## src/rtl/srx_pkg.sv

```systemverilog
// Package: shared constants and types for the serial receiver.
// Assumes characters are at most RX_DW bits wide and at least RX_DW-3 bits.
package srx_pkg;
    localparam int RX_DW   = 8;
    localparam int MIN_LEN = RX_DW - 3;

    // Receiver phase within one character.
    typedef enum logic [2:0] {
        ST_IDLE,
        ST_START,
        ST_DATA,
        ST_PAR,
        ST_STOP,
        ST_HOLD
    } rx_state_t;

    // One queued character with its own error flags.
    typedef struct packed {
        logic             brk;
        logic             frm;
        logic             par;
        logic [RX_DW-1:0] data;
    } rx_entry_t;
endpackage

```

## src/rtl/srx_deframer.sv

```systemverilog
// Module: srx_deframer
// Turns the synchronised serial line into characters with error flags.
// It samples once per bit at mid-bit and counts OVS ticks per bit.
// Assumes: tick16 is a one-cycle enable; the configuration is stable
// while a character is being received.
module srx_deframer
    import srx_pkg::*;
#(
    parameter int OVS = 16
) (
    input  logic      clk,
    input  logic      rst_n,
    input  logic      tick16,
    input  logic      rxd,
    input  logic [1:0] cfg_len,
    input  logic      cfg_par_en,
    input  logic      cfg_par_odd,
    output logic      char_vld,
    output rx_entry_t char_q
);
    localparam int CW = $clog2(OVS);
    localparam int BW = $clog2(RX_DW + 1);
    localparam logic [CW-1:0] HALF_C = CW'(OVS / 2 - 1);
    localparam logic [CW-1:0] FULL_C = CW'(OVS - 1);

    logic             rx_m, rx_s;
    rx_state_t        state;
    logic [CW-1:0]    cnt;
    logic [BW-1:0]    bidx;
    logic [RX_DW-1:0] shreg;
    logic             par_acc, par_err, any_one;
    logic [BW-1:0]    nbits, shamt;
    logic [RX_DW-1:0] aligned;

    // Two-stage synchroniser for the asynchronous line; it resets to idle high.
    always_ff @(posedge clk) begin
        if (!rst_n) begin
            rx_m <= 1'b1;
            rx_s <= 1'b1;
        end else begin
            rx_m <= rxd;
            rx_s <= rx_m;
        end
    end

    // Works out the data length and moves the shifted bits down to bit 0.
    always_comb begin
        nbits   = BW'(MIN_LEN) + BW'(cfg_len);
        shamt   = BW'(RX_DW) - nbits;
        aligned = shreg >> shamt;
    end

    // Bit-phase state machine: confirms the start bit, collects the bits,
    // checks the stop bit and hands out the character.
    always_ff @(posedge clk) begin
        if (!rst_n) begin
            state    <= ST_IDLE;
            cnt      <= '0;
            bidx     <= '0;
            shreg    <= '0;
            par_acc  <= 1'b0;
            par_err  <= 1'b0;
            any_one  <= 1'b0;
            char_vld <= 1'b0;
            char_q   <= '0;
        end else begin
            char_vld <= 1'b0;
            case (state)
                ST_IDLE: begin
                    if (tick16 && !rx_s) begin
                        state   <= ST_START;
                        cnt     <= CW'(1);
                        bidx    <= '0;
                        shreg   <= '0;
                        par_acc <= 1'b0;
                        par_err <= 1'b0;
                        any_one <= 1'b0;
                    end
                end
                ST_START: begin
                    if (tick16) begin
                        if (cnt == HALF_C) begin
                            cnt   <= '0;
                            state <= rx_s ? ST_IDLE : ST_DATA;
                        end else begin
                            cnt <= cnt + CW'(1);
                        end
                    end
                end
                ST_DATA: begin
                    if (tick16) begin
                        if (cnt == FULL_C) begin
                            cnt     <= '0;
                            shreg   <= {rx_s, shreg[RX_DW-1:1]};
                            par_acc <= par_acc ^ rx_s;
                            any_one <= any_one | rx_s;
                            bidx    <= bidx + BW'(1);
                            if (bidx == nbits - BW'(1)) begin
                                state <= cfg_par_en ? ST_PAR : ST_STOP;
                            end
                        end else begin
                            cnt <= cnt + CW'(1);
                        end
                    end
                end
                ST_PAR: begin
                    if (tick16) begin
                        if (cnt == FULL_C) begin
                            cnt     <= '0;
                            par_err <= par_acc ^ rx_s ^ cfg_par_odd;
                            any_one <= any_one | rx_s;
                            state   <= ST_STOP;
                        end else begin
                            cnt <= cnt + CW'(1);
                        end
                    end
                end
                ST_STOP: begin
                    if (tick16) begin
                        if (cnt == FULL_C) begin
                            cnt      <= '0;
                            char_vld <= 1'b1;
                            if (!any_one && !rx_s) begin
                                char_q <= '{brk: 1'b1, frm: 1'b0, par: 1'b0, data: '0};
                            end else begin
                                char_q <= '{brk: 1'b0, frm: !rx_s,
                                            par: cfg_par_en & par_err, data: aligned};
                            end
                            state <= rx_s ? ST_IDLE : ST_HOLD;
                        end else begin
                            cnt <= cnt + CW'(1);
                        end
                    end
                end
                ST_HOLD: begin
                    if (rx_s) state <= ST_IDLE;
                end
                default: state <= ST_IDLE;
            endcase
        end
    end

    // A start level that is high again at mid-bit returns to idle without an entry.
    assert_false_start_R4: assert property (@(posedge clk) disable iff (!rst_n)
        (state == ST_START && tick16 && cnt == HALF_C && rx_s) |=> (state == ST_IDLE && !char_vld));

    // Without a tick the bit counter and the phase stay put.
    assert_tick_gated_R1: assert property (@(posedge clk) disable iff (!rst_n)
        (!tick16 && state != ST_IDLE && state != ST_HOLD) |=> ($stable(cnt) && $stable(state)));

    // After a break entry the receiver waits for the line to go high.
    assert_break_waits_R6: assert property (@(posedge clk) disable iff (!rst_n)
        (char_vld && char_q.brk) |-> (state == ST_HOLD && char_q.data == '0));

    // After a low stop bit the receiver does not hunt for a start until the line is high.
    assert_low_stop_holds_R5: assert property (@(posedge clk) disable iff (!rst_n)
        (char_vld && char_q.frm) |-> (state == ST_HOLD));
endmodule

```

## src/rtl/srx_fifo.sv

```systemverilog
// Module: srx_fifo
// Circular receive queue whose oldest entry is always shown at the output.
// In single mode its capacity drops to one entry.
// Assumes: pushes are dropped when full (the caller flags overrun); pops
// on an empty queue are ignored; the mode changes only while empty.
module srx_fifo #(
    parameter int DEPTH = 64,
    parameter int W     = 11
) (
    input  logic         clk,
    input  logic         rst_n,
    input  logic         single_mode,
    input  logic         push,
    input  logic [W-1:0] push_data,
    input  logic         pop,
    output logic [W-1:0] head,
    output logic         full,
    output logic         empty
);
    localparam int AW = (DEPTH > 1) ? $clog2(DEPTH) : 1;
    localparam int CW = $clog2(DEPTH + 1);
    localparam logic [AW-1:0] LAST = AW'(DEPTH - 1);

    logic [W-1:0]  mem [DEPTH];
    logic [AW-1:0] wr_ptr, rd_ptr;
    logic [CW-1:0] count;
    logic          do_push, do_pop;

    // Capacity check against the count held at the start of the cycle.
    always_comb begin
        full    = single_mode ? (count != '0) : (count == CW'(DEPTH));
        empty   = (count == '0);
        do_push = push && !full;
        do_pop  = pop && !empty;
        head    = mem[rd_ptr];
    end

    // Storage write; the array needs no reset.
    always_ff @(posedge clk) begin
        if (do_push) mem[wr_ptr] <= push_data;
    end

    // Pointer and occupancy bookkeeping.
    always_ff @(posedge clk) begin
        if (!rst_n) begin
            wr_ptr <= '0;
            rd_ptr <= '0;
            count  <= '0;
        end else begin
            if (do_push) wr_ptr <= (wr_ptr == LAST) ? '0 : wr_ptr + AW'(1);
            if (do_pop)  rd_ptr <= (rd_ptr == LAST) ? '0 : rd_ptr + AW'(1);
            case ({do_push, do_pop})
                2'b10:   count <= count + CW'(1);
                2'b01:   count <= count - CW'(1);
                default: count <= count;
            endcase
        end
    end

    // Occupancy never goes past the array depth.
    assert_count_bound_R7: assert property (@(posedge clk) disable iff (!rst_n)
        count <= CW'(DEPTH));

    // In single mode the occupancy never goes past one.
    assert_single_cap_R8: assert property (@(posedge clk) disable iff (!rst_n)
        (single_mode && !empty && push && !pop) |=> (count == $past(count)));

    // A push into a full queue leaves the occupancy unchanged.
    assert_drop_full_R9: assert property (@(posedge clk) disable iff (!rst_n)
        (push && full && !pop) |=> (count == $past(count)));
endmodule

```

## src/rtl/srx_status.sv

```systemverilog
// Module: srx_status
// Sticky line-status bits and the request output.
// Assumes: char_vld pulses for one cycle per finished character and
// q_full reflects the queue before that cycle's push.
module srx_status (
    input  logic       clk,
    input  logic       rst_n,
    input  logic       char_vld,
    input  logic       ent_par,
    input  logic       ent_frm,
    input  logic       ent_brk,
    input  logic       q_full,
    input  logic       q_empty,
    input  logic       lsr_rd,
    output logic [4:0] status,
    output logic       irq
);
    logic [3:0] err_q, err_d;   // {brk, frm, par, ovr}

    // Next error bits: a read clears them, and new events are set on top.
    always_comb begin
        err_d = lsr_rd ? 4'b0000 : err_q;
        if (char_vld && q_full) begin
            err_d[0] = 1'b1;
        end else if (char_vld) begin
            err_d[1] = err_d[1] | ent_par;
            err_d[2] = err_d[2] | ent_frm;
            err_d[3] = err_d[3] | ent_brk;
        end
    end

    // Error bit register.
    always_ff @(posedge clk) begin
        if (!rst_n) err_q <= '0;
        else        err_q <= err_d;
    end

    // Status word and request output.
    always_comb begin
        status = {err_q, !q_empty};
        irq    = |status;
    end

    // A status read with no new character leaves every error bit clear.
    assert_lsr_clear_R10: assert property (@(posedge clk) disable iff (!rst_n)
        (lsr_rd && !char_vld) |=> (status[4:1] == 4'b0000));

    // A character arriving into a full queue raises overrun.
    assert_overrun_flag_R9: assert property (@(posedge clk) disable iff (!rst_n)
        (char_vld && q_full) |=> status[1]);
endmodule

```

## src/rtl/serial_rx_top.sv

```systemverilog
// Module: serial_rx_top
// Asynchronous serial receiver with a per-entry error queue and line status.
// Assumes: tick16 comes from an external baud divisor at 16x the bit rate
// (OVS ticks per bit); the configuration changes only while idle and empty.
module serial_rx_top
    import srx_pkg::*;
#(
    parameter int OVS        = 16,
    parameter int FIFO_DEPTH = 64
) (
    input  logic             clk,
    input  logic             rst_n,
    input  logic             tick16,
    input  logic             rxd,
    input  logic [1:0]       cfg_len,
    input  logic             cfg_par_en,
    input  logic             cfg_par_odd,
    input  logic             cfg_fifo_en,
    input  logic             rd_data_stb,
    output logic [RX_DW-1:0] rd_data,
    output logic [2:0]       rd_err,
    input  logic             lsr_rd_stb,
    output logic [4:0]       status,
    output logic             irq
);
    localparam int EW = $bits(rx_entry_t);

    logic          char_vld;
    rx_entry_t     char_q;
    logic [EW-1:0] head_bits;
    rx_entry_t     head_e;
    logic          q_full, q_empty;

    srx_deframer #(.OVS(OVS)) u_deframer (
        .clk        (clk),
        .rst_n      (rst_n),
        .tick16     (tick16),
        .rxd        (rxd),
        .cfg_len    (cfg_len),
        .cfg_par_en (cfg_par_en),
        .cfg_par_odd(cfg_par_odd),
        .char_vld   (char_vld),
        .char_q     (char_q)
    );

    srx_fifo #(.DEPTH(FIFO_DEPTH), .W(EW)) u_fifo (
        .clk        (clk),
        .rst_n      (rst_n),
        .single_mode(!cfg_fifo_en),
        .push       (char_vld),
        .push_data  (char_q),
        .pop        (rd_data_stb),
        .head       (head_bits),
        .full       (q_full),
        .empty      (q_empty)
    );

    srx_status u_status (
        .clk     (clk),
        .rst_n   (rst_n),
        .char_vld(char_vld),
        .ent_par (char_q.par),
        .ent_frm (char_q.frm),
        .ent_brk (char_q.brk),
        .q_full  (q_full),
        .q_empty (q_empty),
        .lsr_rd  (lsr_rd_stb),
        .status  (status),
        .irq     (irq)
    );

    // Splits the oldest entry into its data and flag fields.
    always_comb begin
        head_e  = rx_entry_t'(head_bits);
        rd_data = head_e.data;
        rd_err  = {head_e.brk, head_e.frm, head_e.par};
    end

    // Data-ready follows the queue: it is high while an entry is waiting.
    assert_ready_follows_R7: assert property (@(posedge clk) disable iff (!rst_n)
        (char_vld && !q_full && !rd_data_stb) |=> status[0]);

    // The request tracks the status word.
    assert_irq_tracks_R12: assert property (@(posedge clk) disable iff (!rst_n)
        irq == (status != 5'b0));
endmodule

```

## config.mk

```make
export PLATFORM = sky130hd
export DESIGN_NAME = serial_rx_top
export DESIGN_NICKNAME = d
export VERILOG_FILES = /design/src/rtl/srx_pkg.sv /design/src/rtl/srx_deframer.sv /design/src/rtl/srx_fifo.sv /design/src/rtl/srx_status.sv /design/src/rtl/serial_rx_top.sv
export SDC_FILE = /design/constraint.sdc
export NUM_CORES = 1
export LEC_CHECK = 0
export ABC_AREA = 1
export BUFFER_PORTS_ARGS = -buffer_cell sky130_fd_sc_hd__buf_4
export CAP_MARGIN = 25
export CELL_PAD_IN_SITES_DETAIL_PLACEMENT = 0
export CELL_PAD_IN_SITES_GLOBAL_PLACEMENT = 2
export CORE_UTILIZATION = 40
export DETAILED_ROUTE_END_ITERATION = 6
export GPL_ROUTABILITY_DRIVEN = 0
export GPL_TIMING_DRIVEN = 1
export PLACE_DENSITY_LB_ADDON = 0.1
export SYNTH_ARGS = -nofsm -noshare
export SYNTH_HDL_FRONTEND = slang
export SYNTH_SLANG_ARGS = --single-unit
```

## constraint.sdc

```tcl
create_clock -name clk -period 3.8 [get_ports clk]
set_clock_uncertainty 0.05 [all_clocks]
set_input_delay 0.57 -clock clk [delete_from_list [all_inputs] [get_ports clk]]
set_output_delay 0.57 -clock clk [all_outputs]
set_load 0.01 [all_outputs]
```

==> results of run 1 <==
-- layout by cell type (no fill, tap or decap), types with 8 or more instances in the layout --
cell and count:
nor2_1 516, dfxtp_2 11, o211ai_1 37, clkinv_1 20
a21oi_1 58, nand3_1 43, clkbuf_16 86, bufinv_16 8
o21ai_0 442, clkbuf_1 21, buf_12 17, ha_1 8
edfxtp_1 704, buf_4 144, dfxtp_1 51, clkinv_2 13
nand2_1 185, o22ai_1 174, inv_1 65, o21ai_1 26
-- cell type report --
cell class	instances	area [sq um]	share of cell area (%)
sequential	769	22470	62.15
multi-input combinational	1585	7782	21.53
clock buffer	111	2286	6.324
timing repair buffer	171	1593	4.406
tap	1030	1289	3.565
clock inverter	42	422.9	1.170
inverter	76	309.0	0.8549
-- how the worst max path moves through the flow --
stage | end | cells past startpoint | slack [ps]
after detailed placement | rd_data[5] | 9 | 460
final | rd_data[1] | 9 | 60
after global placement | rd_data[5] | 9 | 410
after global routing | rd_data[4] | 10 | 8
after floorplan | u_fifo.count[6] | 20 | 1440
after CTS | rd_data[7] | 8 | 10
-- flip-flops by register name, indices dropped and copies added, names as in the netlist, named ones only --
| register | count |
|---|---|
| u_deframer.char_vld | 1 |
| u_deframer.bidx | 4 |
| u_fifo.rd_ptr | 6 |
| u_status.err_q | 4 |
| u_deframer.shreg | 8 |
| u_deframer.rx_m | 1 |
| u_deframer.par_err | 1 |
| u_fifo.mem | 704 |
| u_deframer.state | 3 |
| u_deframer.par_acc | 1 |
| u_deframer.any_one | 1 |
| u_deframer.rx_s | 1 |
| u_deframer.cnt | 4 |
| u_fifo.count | 7 |
| u_fifo.wr_ptr | 6 |
| u_deframer.char_q | 11 |
-- per-layer routing --
metal	up-vias	wire length [um]
met5	-	13
met2	681	43030
met1	10630	42950
met4	2	2559
li1	9673	-
met3	134	6217
-- where the power goes --
part | leakage, nW | total, mW | internal (mW) | switching (mW)
sequential | 5.59 | 9.33 | 9.19 | 0.137
clock | 1.33 | 8.10 | 4.77 | 3.33
combinational | 3.81 | 3.91 | 1.21 | 2.70
-- cells by family (layout without fill, tap and decap cells) --
group	count (synthesis)	in the layout	synth area share [%]
buf+inv	240	400	3.211
xor+xnor	10	10	0.2810
simple gates	790	790	10.28
fa+ha+maj	8	8	0.3212
mux	1	1	0.03212
compound gates	776	776	13.88
flops	769	769	72.00
-- what timing repair did --
action,in CTS,in global routing
buffers inserted,2,2
gates resized for setup,8,18
setup endpoints to repair,7,11
pin swaps,1,4
-- stage by stage --
step,instances,utilization [%]
finish,3784,47.20
global route,3784,47.20
CTS,3781,47.06
detailed placement,3626,43.45
global placement,3623,43.38
floorplan,2594,-
==> results.yml, run 1 <==
clocking:
  clock_sinks: 769
  clock_latency_ps: 620
  cts_root_buf: "clkbuf_16"
  cts_tree: "done"
  clockBufferDepth: 3
  clkTransAtPathRegs_ps: 60
  ctsHoldBuffers: 0
  htreeDepth: 3
  cts_made_buffers: 83
route:
  vias_per_cell: 5.582
  routed_wl_um: 94770
  drt_iter0_markers: 1918
  ant_nets: 0
  avgRoutedWirePerCell_um: 25.04
  vias: 21120
  drtPass1Iterations: 5
  drc_errors: 0
placement:
  port_buffers: 27
  pre_cts_slack_ps: 458.6
  dp_hpwl_um: 57000
  dpl_cell_area_sq_mm: 0.03328
synthesis:
  synth_top_cell_area_share_pct: 67.83
  post-synth-top-count-cell: "edfxtp_1"
  synth_common_cells: "704 x edfxtp_1, 518 x nor2_1, 446 x o21ai_0"
  synthArstFlopShare_pct: 0
  synthDistinctLibCells: 51
  synth_edf_count: 704
  yosys_warnings: 0
  yosys-top-cells-area: "edfxtp_1 68%, o21ai_0 7.2%, nor2_1 6.2%"
  synth_area_sq_mm: 0.03117
  syn-instance-count: 2594
  syn_avg_cell_area_sq_um: 12.02
  syn_nets: 2613
  yosysSeqAreaShare_pct: 72.00
  yosys_most_used_dff: "edfxtp_1"
  synth-seq-cells: 769
  yosysTopAreaCell: "edfxtp_1"
floorplanning:
  dieHeight_um: 281.1
  die_area_sq_mm: 0.07904
  row_count: 101
  die_w_um: 281.1
  boundaryPins: 28
  initial_core_util_pct: 40.70
  core_area_sq_mm: 0.07658
sta:
  rsz0062_at_grt: "no"
  period_minus_slack_ps: 3741
  timing.final.ws_setup_ps: 58.65
  slew_viol_final: 0
  min_period_over_period_pct: 98.46
  finalHoldViolations: 0
  setup_viol: 0
  fin_tns_setup_ps: 0
  tightest_slew_ps: 1008
  fin_hold_ws_ps: 97.22
  max_freq_ghz: 0.2673
  relSlewSlack_pct: 32.78
layout:
  area_growth_pct: 15.98
  nets: 2705
  layout-drive-gt1-share_pct: 12.75
  num_antenna_cells: 0
  finish.instance_area_sq_mm: 0.03615
  filler_cell_count: 6966
global_routing:
  use_met2_pct: 37.45
  grt_pass1_wl_um: 138400
  grt_max_degree: 95
  use_met1_pct: 34.52
  grt-ovfl-total: 0
  met3_usage_pct: 4.622
  grt_use_total_pct: 24.19
  grt_pass1_vias: 20230
  antenna_found_initial: 3
  grt.busiest_layer: "met2"
setup_path:
  r2r_slack_ps: 700
  critPathSlowestCell: "nor2_1"
  worstRegToRegCells: 15
  slowest_delay_ps: 510
  worst-path-buf-inv: 3
  required_ps: 3180
  arrival_ps: 3120
  cpMostUsedCell: "buf_4"
  reg2reg_to: "u_fifo.count[6]"
  crit_type: "flop to primary output"
  start_kind: "flop"
  crit_family: "compound AO/OA/AOI/OAI gates"
  cp-end-kind: "primary output"
  path_cells: "inv_16, buf_4, o21ai_0, o22ai_1, nor2_1, o21ai_1, o211ai_1, nand2_1, buf_4"
  path_max_fanout: 68
  r2r-start: "u_fifo.count[5]"
job:
  drv_cap: 0
power:
  p_leak_nw: 10.74
  power_mw: 21.34
  peakVddDrop_mv: 0.3643
  power_density_mw_per_mm2: 590.2
hold_path:
  hold_class: "input pin to flop"
  min_from: "rxd"
  min_to: "u_deframer.rx_m"
  min_path_cells: 2
run_status:
  outcome: "completed"
Note: power is estimated with default switching activity, not from simulation.
==> run 2, diff against run 1 <==
Settings changed: CORE_UTILIZATION 40 to 45, CTS_BUF_LIST from default to sky130_fd_sc_hd__clkbuf_4.
==> run 2 against run 1 <==
The run now ends with setup timing left. Clock power down 14%. First-iteration DRC count up 37%. Non-clock buffer count up 69. Combinational power up 39%. Die area down 11%. Cell area up 4.4%. Via count up 8.3%. Sequential share of layout area down 2.6 points. Critical path type unchanged. Largest power group unchanged.
==> results.yml, run 2 (synthesis results as in run 1) <==
run_status:
  outcome: "complete, but fails checks"
  failed_checks: "setup timing"
setup_path:
  path_max_fanout: 6
  required_ps: 3180
  slowest_delay_ps: 390
  start_kind: "flop"
  cp-end-kind: "primary output"
  arrival_ps: 3190
  crit_type: "flop to primary output"
  critPathSlowestCell: "dfxtp_4"
  path_cells: "buf_12, buf_12, buf_12, buf_16, o21ai_0, o22ai_1, nand2_1, nand2_2, nand2_2, o211ai_1, o211ai_1, nand2_1, buf_6"
  cpMostUsedCell: "buf_12"
layout:
  top_register: "u_fifo.mem"
  fin_cells: 3949
  largest_reg_flops: 704
  final_util_pct: 55.02
  layout_commonest_cell: "edfxtp_1"
  mostFrequentLayoutCells: "704 x edfxtp_1, 496 x nor2_1, 363 x o21ai_0"
  area_growth_pct: 21.07
  layout-drive-gt1-share_pct: 23.59
  nets: 2892
  filler_cell_count: 5884
  largestRegisters: "u_fifo.mem (704), u_deframer.char_q (11), u_deframer.shreg (8)"
clocking:
  cts_made_buffers: 197
  htreeDepth: 4
  cts_root_buf: "clkbuf_4"
  clkTransAtPathRegs_ps: 60
  clock_latency_ps: 1040
  clockBufferDepth: 3
  cts_tree: "done"
  clock_sinks: 769
global_routing:
  grt_pass1_vias: 21910
  grt_pass1_wl_um: 147900
  antenna_found_initial: 3
  grt_use_total_pct: 29.28
  grt_max_degree: 91
  grt-ovfl-total: 0
floorplanning:
  core_area_sq_mm: 0.06859
  dieHeight_um: 265.2
  die_w_um: 265.2
  initial_core_util_pct: 45.44
  boundaryPins: 28
  die_area_sq_mm: 0.07032
  row_count: 96
route:
  avgRoutedWirePerCell_um: 25.97
  ant_nets: 0
  routed_wl_um: 102600
  vias: 22870
  drc_errors: 0
  drtPass1Iterations: 6
  drt_iter0_markers: 2620
  vias_per_cell: 5.791
sta:
  period_minus_slack_ps: 3813
  setup_viol: 2
  rsz0062_at_grt: "yes"
  max_freq_ghz: 0.2623
  slew_viol_final: 0
  fin_tns_setup_ps: -25.55
  min_period_over_period_pct: 100.3
  tightest_slew_ps: 992.2
  relSlewSlack_pct: 33.86
  timing.final.ws_setup_ps: -13.10
  finalHoldViolations: 0
power:
  power_density_mw_per_mm2: 575.7
  p_leak_nw: 11.73
  peakVddDrop_mv: 0.3152
  power_mw: 21.73
job:
  drv_cap: 0
hold_path:
  hold_class: "input pin to flop"
placement:
  port_buffers: 27
  placed_cells: 3531
  dp_hpwl_um: 55090
  pre_cts_slack_ps: 618.9
## run 2: power by group
part	leakage [nW]	switching [mW]	internal, mW	total, mW
Combinational	4.67	3.44	2.01	5.45
Sequential	5.59	0.128	9.19	9.32
Clock	1.46	3.35	3.62	6.96
Total	11.7	6.91	14.8	21.7
## run 2: layout make-up
cell class	count	area (sq um)	share of cell area, %
inverter	76	317.8	0.8421
clock buffer	291	2185	5.789
antenna	4	10.01	0.02652
sequential	769	22470	59.53
multi-input combinational	1585	8274	21.93
tap	931	1165	3.087
clock inverter	49	267.8	0.7095
timing repair buffer	240	2998	7.944
timing repair inverter	4	53.80	0.1426
## run 2: per-layer routing
metal / up-vias / wire (um) / track usage (%)
met5: - / 0 / 0
met4: 0 / 2374 / 9.358
met3: 157 / 9494 / 7.091
met2: 1071 / 47070 / 44.81
met1: 11440 / 43620 / 41.22
li1: 10200 / - / -
## run 2: final timing paths
kind                                 startpoint           endpoint  slack [ps]  cells after the start
worst min register to register  u_deframer.rx_m    u_deframer.rx_s         360                      1
worst min-delay path                        rxd    u_deframer.rx_m         260                      3
worst max register to register  u_fifo.count[3]  u_fifo.mem[17][6]         760                      9
worst max-delay path                       flop         rd_data[4]         -10                     13
## run 2: worst max-delay path: cells and delay by family (launching register included)
family / cells / cell delay, ps
buf+inv: 5 / 710
flops: 1 / 390
simple gates: 4 / 480
compound gates: 4 / 570
## run 2: what timing repair did
action,4_1_cts,5_1_grt
endpoints found under the setup margin,11,11
hold buffers,10,0
resized for setup,220,84
buffers inserted,29,4
endpoints found under the hold margin,36,0
gates cloned,28,5
pin swaps,74,42
## run 2: metrics by stage
step	cell area, sq um	hold WS, ps
2_1_floorplan	31170	342.5
3_3_place_gp	33120	346.8
3_5_place_dp	33140	353.6
4_1_cts	37370	117.7
5_1_grt	37740	178.9
6_report	37740	258.8
